`src/rtl/hdlc_tx_pkg.sv`:
```
package hdlc_tx_pkg;

  localparam int CRC_W  = 16;
  localparam int FLAG_W = 8;
  localparam logic [FLAG_W-1:0] FLAG_PATTERN = 8'h7E;

  typedef logic [CRC_W-1:0] crc_t;

  typedef enum logic [1:0] {
    ST_FLAG = 2'd0,
    ST_DATA = 2'd1,
    ST_FCS  = 2'd2
  } tx_state_t;

  // One serial step of a reflected CRC register: feedback is the low bit
  // of the register against the incoming bit.
  function automatic crc_t crc_step(input crc_t cur, input logic din,
                                    input crc_t poly_r);
    logic fb;
    fb = cur[0] ^ din;
    return {1'b0, cur[CRC_W-1:1]} ^ (fb ? poly_r : '0);
  endfunction

  // Next value of the ones-run counter after one sent bit.
  function automatic int unsigned run_after(input int unsigned run,
                                            input logic sent,
                                            input logic counted);
    return (counted && sent) ? run + 1 : 0;
  endfunction

endpackage

```
`src/rtl/hdlc_fcs_gen.sv`:
```
module hdlc_fcs_gen
  import hdlc_tx_pkg::*;
#(
  parameter crc_t CRC_INIT   = 16'hFFFF,
  parameter crc_t CRC_POLY_R = 16'h8408
) (
  input  logic clk,
  input  logic rst_n,
  input  logic clear,
  input  logic absorb,
  input  logic din,
  input  logic drain,
  output logic fcs_bit
);

  crc_t crc_q;

  always_ff @(posedge clk or negedge rst_n) begin
    if (!rst_n) begin
      crc_q <= CRC_INIT;
    end else if (clear) begin
      crc_q <= CRC_INIT;
    end else if (absorb) begin
      crc_q <= crc_step(crc_q, din, CRC_POLY_R);
    end else if (drain) begin
      crc_q <= {1'b1, crc_q[CRC_W-1:1]};
    end
  end

  // Complemented register, low bit first.
  assign fcs_bit = ~crc_q[0];

endmodule

```
`src/rtl/hdlc_zero_inserter.sv`:
```
module hdlc_zero_inserter
  import hdlc_tx_pkg::*;
#(
  parameter int STUFF_RUN = 5
) (
  input  logic clk,
  input  logic rst_n,
  input  logic slot,
  input  logic stuffable,
  input  logic sent_bit,
  output logic stuff_now
);

  localparam int RW = $clog2(STUFF_RUN + 1);

  logic [RW-1:0] run_q;

  assign stuff_now = stuffable && (run_q == RW'(STUFF_RUN));

  always_ff @(posedge clk or negedge rst_n) begin
    if (!rst_n) begin
      run_q <= '0;
    end else if (slot) begin
      run_q <= RW'(run_after(int'(run_q), sent_bit, stuffable && !stuff_now));
    end
  end

endmodule

```
`src/rtl/hdlc_tx_ctrl.sv`:
```
module hdlc_tx_ctrl
  import hdlc_tx_pkg::*;
#(
  parameter int DATA_W = 8
) (
  input  logic              clk,
  input  logic              rst_n,
  input  logic              slot,
  input  logic [DATA_W-1:0] in_data,
  input  logic              in_valid,
  input  logic              in_last,
  output logic              in_ready,
  input  logic              stuff_now,
  input  logic              fcs_bit,
  output logic              stuffable,
  output logic              next_bit,
  output logic              crc_clear,
  output logic              crc_absorb,
  output logic              crc_drain,
  output logic              body_emit,
  output logic              tx_bit
);

  localparam int CNT_MAX = (CRC_W > DATA_W) ? CRC_W : DATA_W;
  localparam int IW      = $clog2(CNT_MAX);

  tx_state_t         state_q;
  logic [IW-1:0]     idx_q;
  logic [DATA_W-1:0] shreg_q;
  logic              cur_last_q;
  logic              close_pend_q;
  logic              tx_q;

  logic at_flag_end, at_byte_end, at_fcs_end, flag_bit, tail_stuff;

  assign at_flag_end = (idx_q == IW'(FLAG_W - 1));
  assign at_byte_end = (idx_q == IW'(DATA_W - 1));
  assign at_fcs_end  = (idx_q == IW'(CRC_W - 1));
  assign flag_bit    = FLAG_PATTERN[3'(idx_q)];
  assign stuffable   = (state_q != ST_FLAG) || close_pend_q;
  assign tail_stuff  = close_pend_q && stuff_now;
  assign body_emit   = slot && stuffable;
  assign tx_bit      = tx_q;

  always_comb begin
    next_bit   = 1'b0;
    in_ready   = 1'b0;
    crc_clear  = 1'b0;
    crc_absorb = 1'b0;
    crc_drain  = 1'b0;
    unique case (state_q)
      ST_FLAG: begin
        if (!tail_stuff) begin
          next_bit = flag_bit;
          if (slot && at_flag_end) begin
            in_ready  = 1'b1;
            crc_clear = 1'b1;
          end
        end
      end
      ST_DATA: begin
        if (!stuff_now) begin
          next_bit   = shreg_q[0];
          crc_absorb = slot;
          in_ready   = slot && at_byte_end && !cur_last_q;
        end
      end
      ST_FCS: begin
        if (!stuff_now) begin
          next_bit  = fcs_bit;
          crc_drain = slot;
        end
      end
      default: next_bit = 1'b1;
    endcase
  end

  always_ff @(posedge clk or negedge rst_n) begin
    if (!rst_n) begin
      state_q      <= ST_FLAG;
      idx_q        <= '0;
      shreg_q      <= '0;
      cur_last_q   <= 1'b0;
      close_pend_q <= 1'b0;
      tx_q         <= 1'b1;
    end else if (slot) begin
      tx_q <= next_bit;
      unique case (state_q)
        ST_FLAG: begin
          close_pend_q <= 1'b0;
          if (!tail_stuff) begin
            if (at_flag_end) begin
              idx_q <= '0;
              if (in_valid) begin
                shreg_q    <= in_data;
                cur_last_q <= in_last;
                state_q    <= ST_DATA;
              end
            end else begin
              idx_q <= idx_q + 1'b1;
            end
          end
        end
        ST_DATA: begin
          if (!stuff_now) begin
            shreg_q <= {1'b0, shreg_q[DATA_W-1:1]};
            if (at_byte_end) begin
              idx_q <= '0;
              if (!cur_last_q && in_valid) begin
                shreg_q    <= in_data;
                cur_last_q <= in_last;
              end else begin
                state_q <= ST_FCS;
              end
            end else begin
              idx_q <= idx_q + 1'b1;
            end
          end
        end
        ST_FCS: begin
          if (!stuff_now) begin
            if (at_fcs_end) begin
              idx_q        <= '0;
              state_q      <= ST_FLAG;
              close_pend_q <= 1'b1;
            end else begin
              idx_q <= idx_q + 1'b1;
            end
          end
        end
        default: state_q <= ST_FLAG;
      endcase
    end
  end

endmodule

```
`src/rtl/hdlc_tx_serializer.sv`:
```
module hdlc_tx_serializer
  import hdlc_tx_pkg::*;
#(
  parameter int   DATA_W     = 8,
  parameter int   STUFF_RUN  = 5,
  parameter crc_t CRC_INIT   = 16'hFFFF,
  parameter crc_t CRC_POLY_R = 16'h8408
) (
  input  logic              clk,
  input  logic              rst_n,
  input  logic              bit_en,
  input  logic [DATA_W-1:0] in_data,
  input  logic              in_valid,
  input  logic              in_last,
  output logic              in_ready,
  output logic              tx_bit
);

  // Named internal events, used by the bound checker.
  logic stuff_now;
  logic stuffable;
  logic next_bit;
  logic body_emit;
  logic crc_clear, crc_absorb, crc_drain, fcs_bit;

  hdlc_tx_ctrl #(.DATA_W(DATA_W)) u_ctrl (
    .clk        (clk),
    .rst_n      (rst_n),
    .slot       (bit_en),
    .in_data    (in_data),
    .in_valid   (in_valid),
    .in_last    (in_last),
    .in_ready   (in_ready),
    .stuff_now  (stuff_now),
    .fcs_bit    (fcs_bit),
    .stuffable  (stuffable),
    .next_bit   (next_bit),
    .crc_clear  (crc_clear),
    .crc_absorb (crc_absorb),
    .crc_drain  (crc_drain),
    .body_emit  (body_emit),
    .tx_bit     (tx_bit)
  );

  hdlc_zero_inserter #(.STUFF_RUN(STUFF_RUN)) u_stuff (
    .clk       (clk),
    .rst_n     (rst_n),
    .slot      (bit_en),
    .stuffable (stuffable),
    .sent_bit  (next_bit),
    .stuff_now (stuff_now)
  );

  hdlc_fcs_gen #(.CRC_INIT(CRC_INIT), .CRC_POLY_R(CRC_POLY_R)) u_fcs (
    .clk     (clk),
    .rst_n   (rst_n),
    .clear   (crc_clear),
    .absorb  (crc_absorb),
    .din     (next_bit),
    .drain   (crc_drain),
    .fcs_bit (fcs_bit)
  );

endmodule

```
`config.mk`:
```
export PLATFORM = sky130hd
export DESIGN_NAME = hdlc_tx_serializer
export DESIGN_NICKNAME = d
export VERILOG_FILES = /design/src/rtl/hdlc_tx_pkg.sv /design/src/rtl/hdlc_fcs_gen.sv /design/src/rtl/hdlc_zero_inserter.sv /design/src/rtl/hdlc_tx_ctrl.sv /design/src/rtl/hdlc_tx_serializer.sv
export SDC_FILE = /design/constraint.sdc
export NUM_CORES = 1
export LEC_CHECK = 0
export BUFFER_PORTS_ARGS = -buffer_cell sky130_fd_sc_hd__buf_2
export CAP_MARGIN = 20
export CELL_PAD_IN_SITES_DETAIL_PLACEMENT = 0
export CELL_PAD_IN_SITES_GLOBAL_PLACEMENT = 2
export CORE_ASPECT_RATIO = 0.7
export CORE_MARGIN = 3
export CORE_UTILIZATION = 42
export DETAILED_ROUTE_END_ITERATION = 7
export GPL_ROUTABILITY_DRIVEN = 0
export PLACE_DENSITY_LB_ADDON = 0.1
export RECOVER_POWER = 50
export SLEW_MARGIN = 0
export SYNTH_ARGS = -nofsm -noshare
export SYNTH_HDL_FRONTEND = slang
export SYNTH_SLANG_ARGS = --single-unit
```
`constraint.sdc`:
```
create_clock -name clk -period 3.05 [get_ports clk]
set_input_delay 0.4575 -clock clk [delete_from_list [all_inputs] [get_ports clk]]
set_output_delay 0.4575 -clock clk [all_outputs]
set_load 0.05 [all_outputs]
```
==> flow_summary.json <==
{
  "final-instance-count-excl-fill": 258,
  "yosys_warnings": 0,
  "first_global_vias": 1434,
  "final.setup.tns_ps": 0,
  "hold_ws_ps": 391.4,
  "io_pins": 15,
  "min_period_ps": 2395,
  "tightestPinTransition_ps": 1880,
  "fin_skew_ps": 2.456,
  "p_seq_frac": 0.447,
  "violations": "capacitance limit, slew limit",
  "ys.flop_type": "dfrtp_1",
  "htree_levels": 2,
  "dr.pass1.iters": 4,
  "root_buffer": "clkbuf_8",
  "worstPathArrival_ps": 1940,
  "switching_share": 0.3820,
  "drt_wl_total_um": 4102,
  "grt_max_degree": 37,
  "layout_common_cells": "19 x dfrtp_1, 17 x dfstp_2, 13 x o22a_1",
  "cts_resized": 0,
  "route.vias.total": 1437,
  "initial_core_util": 0.4520,
  "setup_ws_ps": 655.0,
  "switchingPower_uw": 797.7,
  "worst-endpoint-required_ps": 2590,
  "critPathLaunchType": "flop",
  "synth_compound_area_frac": 0.2342,
  "area_growth_pct": 8.529,
  "drc": 0,
  "grtUsageTotal": 0.1681,
  "syn_area_mm2": 0.002024,
  "synthMuxAreaShare": 0.05624,
  "synthArstFlopShare": 1.000,
  "synthTopCellsByArea": "dfrtp_1 23%, dfstp_2 22%, o22a_1 5.6%",
  "dieArea_mm2": 0.005702,
  "cts_tree": "built",
  "dp_slack_ps": 992.9,
  "slew_viol_final": 37,
  "fp-row-count": 20,
  "cp_slowest_cell": "dfrtp_1",
  "cts_made_buffers": 5,
  "seq_area_frac_synth": 0.4555,
  "cts_hold_buffers": 0,
  "synthAdderAreaFrac": 0.02472,
  "synth_xor_area_frac": 0.01731,
  "clockBufferDepth": 2,
  "power.leakage_uw": 0.0009314,
  "outcome": "finished, violations left",
  "drt_iter0_drc": 83,
  "via_per_inst": 5.570,
  "rsz0062_at_grt": "no",
  "critPathKind": "flop to output pin",
  "drv_cap": 1,
  "synth-seq-cells": 36,
  "core_mm2": 0.004479,
  "slew-limit-headroom": -0.2532,
  "synth_simple_gate_area_share": 0.1638,
  "insertion_delay_ps": 280,
  "finalSetupViolations": 0,
  "synth.top_cell.area_share": 0.2349,
  "synth_edf_count": 0,
  "die_height_um": 64.09,
  "crit_chain": "inv_1 > ha_1 > and2_1 > a2bb2o_1 > and3_1 > buf_2",
  "endpoint_kind": "output pin",
  "num-fill-cells": 427,
  "crit_fanout": 5,
  "ant_nets": 0,
  "yosysUniqueCellTypes": 53,
  "syn-mean-instance-area_um2": 10.65,
  "ir_drop_v": 0.0004128,
  "hold_violations": 0,
  "syn_nets": 207,
  "synth_top_family_by_area": "compound AO/OA/AOI/OAI gates",
  "die_w_um": 88.98,
  "cellInternalPower_uw": 1291,
  "synthCells": 190,
  "dp_hpwl_um": 2956,
  "finalCritPeriodShare": 0.7853,
  "mostFrequentLayoutCell": "dfrtp_1",
  "numPortBuffers": 14,
  "nNetsFinal": 219,
  "antenna-diode-count": 0,
  "clock.fmax_mhz": 417.5,
  "drive_gt1_frac": 0.2857,
  "grt_pass1_wl_um": 7286,
  "dp_cells": 250,
  "cts_setup_buffers": 0,
  "wl_per_cell_um": 15.90,
  "powerDensity_mw_per_mm2": 950.5,
  "antenna_found_initial": 0,
  "yosysTopAreaCell": "dfrtp_1",
  "grt_overflow": 0,
  "cts.clk_slew.worst_paths_ps": 70,
  "worstHoldPathType": "input port to flop",
  "max_stage_delay_ps": 390,
  "comb_power_share": 0.389,
  "clkSinkCount": 36,
  "clkPwrFrac": 0.164
}
[final timing paths]
check	start	end	slack, ps	cells after the start
worst max-delay path	u_stuff.run_q[1]$_DFFE_PN0P_	in_ready	650	6
worst min-delay path	in_last	u_ctrl.cur_last_q$_DFFE_PN0P_	390	2
worst max register to register	u_ctrl.idx_q[0]$_DFFE_PN0P_	u_ctrl.cur_last_q$_DFFE_PN0P_	970	5
worst min register to register	u_ctrl.shreg_q[1]$_DFFE_PN0P_	u_ctrl.shreg_q[1]$_DFFE_PN0P_	490	2
max in group asynchronous	rst_n	u_ctrl.close_pend_q$_DFFE_PN0P_	1280	1
min in group asynchronous	rst_n	u_stuff.run_q[1]$_DFFE_PN0P_	680	1
[synth_stat cells, drive strengths merged, types with 2 or more instances]
cell type   n
nor2b       4
ha          4
o211ai      3
and3        4
and2        2
nor2        7
mux2i       8
xor2        2
nand3       6
nor3        6
mux2        3
o22a       13
buf         7
xnor2       2
a311o       2
clkbuf      3
dfstp      17
a21o        2
nand2b      6
a31oi       3
or3         2
and3b       2
o21ai      19
a21oi       7
dfrtp      19
nor4        2
inv         9
o22ai       2
nand2      13
[cell type report]
| cell class | instances | area, um^2 | area share |
|---|---|---|---|
| Multi-Input combinational cell | 135 | 1005 | 0.4573 |
| Sequential cell | 36 | 922.1 | 0.4197 |
| Clock buffer | 6 | 82.58 | 0.03759 |
| Timing Repair Buffer | 15 | 75.07 | 0.03417 |
| Tap cell | 55 | 68.82 | 0.03132 |
| Inverter | 9 | 33.78 | 0.01538 |
| Clock inverter | 2 | 10.01 | 0.004556 |
[power groups by stage]
stage,Clock [uW],Sequential [uW],Combinational (uW)
5_1_grt,387,970,910
3_5_place_dp,0,939,818
4_1_cts,358,932,822
6_report,341,934,813
3_3_place_gp,0,930,792
2_1_floorplan,0,859,742
[sequential cells by signal, indices dropped and copies added (netlist names)]
signal / count
u_ctrl.tx_bit: 1
u_stuff.run_q: 3
u_ctrl.cur_last_q: 1
u_ctrl.close_pend_q: 1
u_ctrl.state_q: 2
u_ctrl.shreg_q: 8
u_ctrl.idx_q: 4
u_fcs.crc_q: 16
[layer usage]
metal	wire, um	global-route usage
met5	0	0
met4	40	0.06134
met3	133	0.04253
met2	1663	0.2185
met1	2265	0.2629
[metrics by stage]
stage                     area (um^2)    util  total power, uW
final                            2197  0.4905             2088
after global routing             2197  0.4905             2266
after CTS                        2200  0.4911             2113
after detailed placement         2107  0.4704             1757
after global placement           2107  0.4704             1722
after floorplan                  2024       -             1602
[critical path: cells and delay by family (launching register included)]
kind | cells | cell delay, ps
and+or+nand+nor | 2 | 430
DFF | 1 | 390
AOI/OAI and AO/OA | 1 | 300
buffers and inverters | 2 | 280
adders and majority gates | 1 | 260
[cell families (layout without fill, tap and decap cells)]
logic type	after synthesis	after routing
buf+inv	19	32
compound gates	59	59
simple gates	57	57
fa+ha+maj	4	4
flops	36	36
mux	11	11
xor+xnor	4	4
No activity file was read; power rests on OpenSTA's default activity.
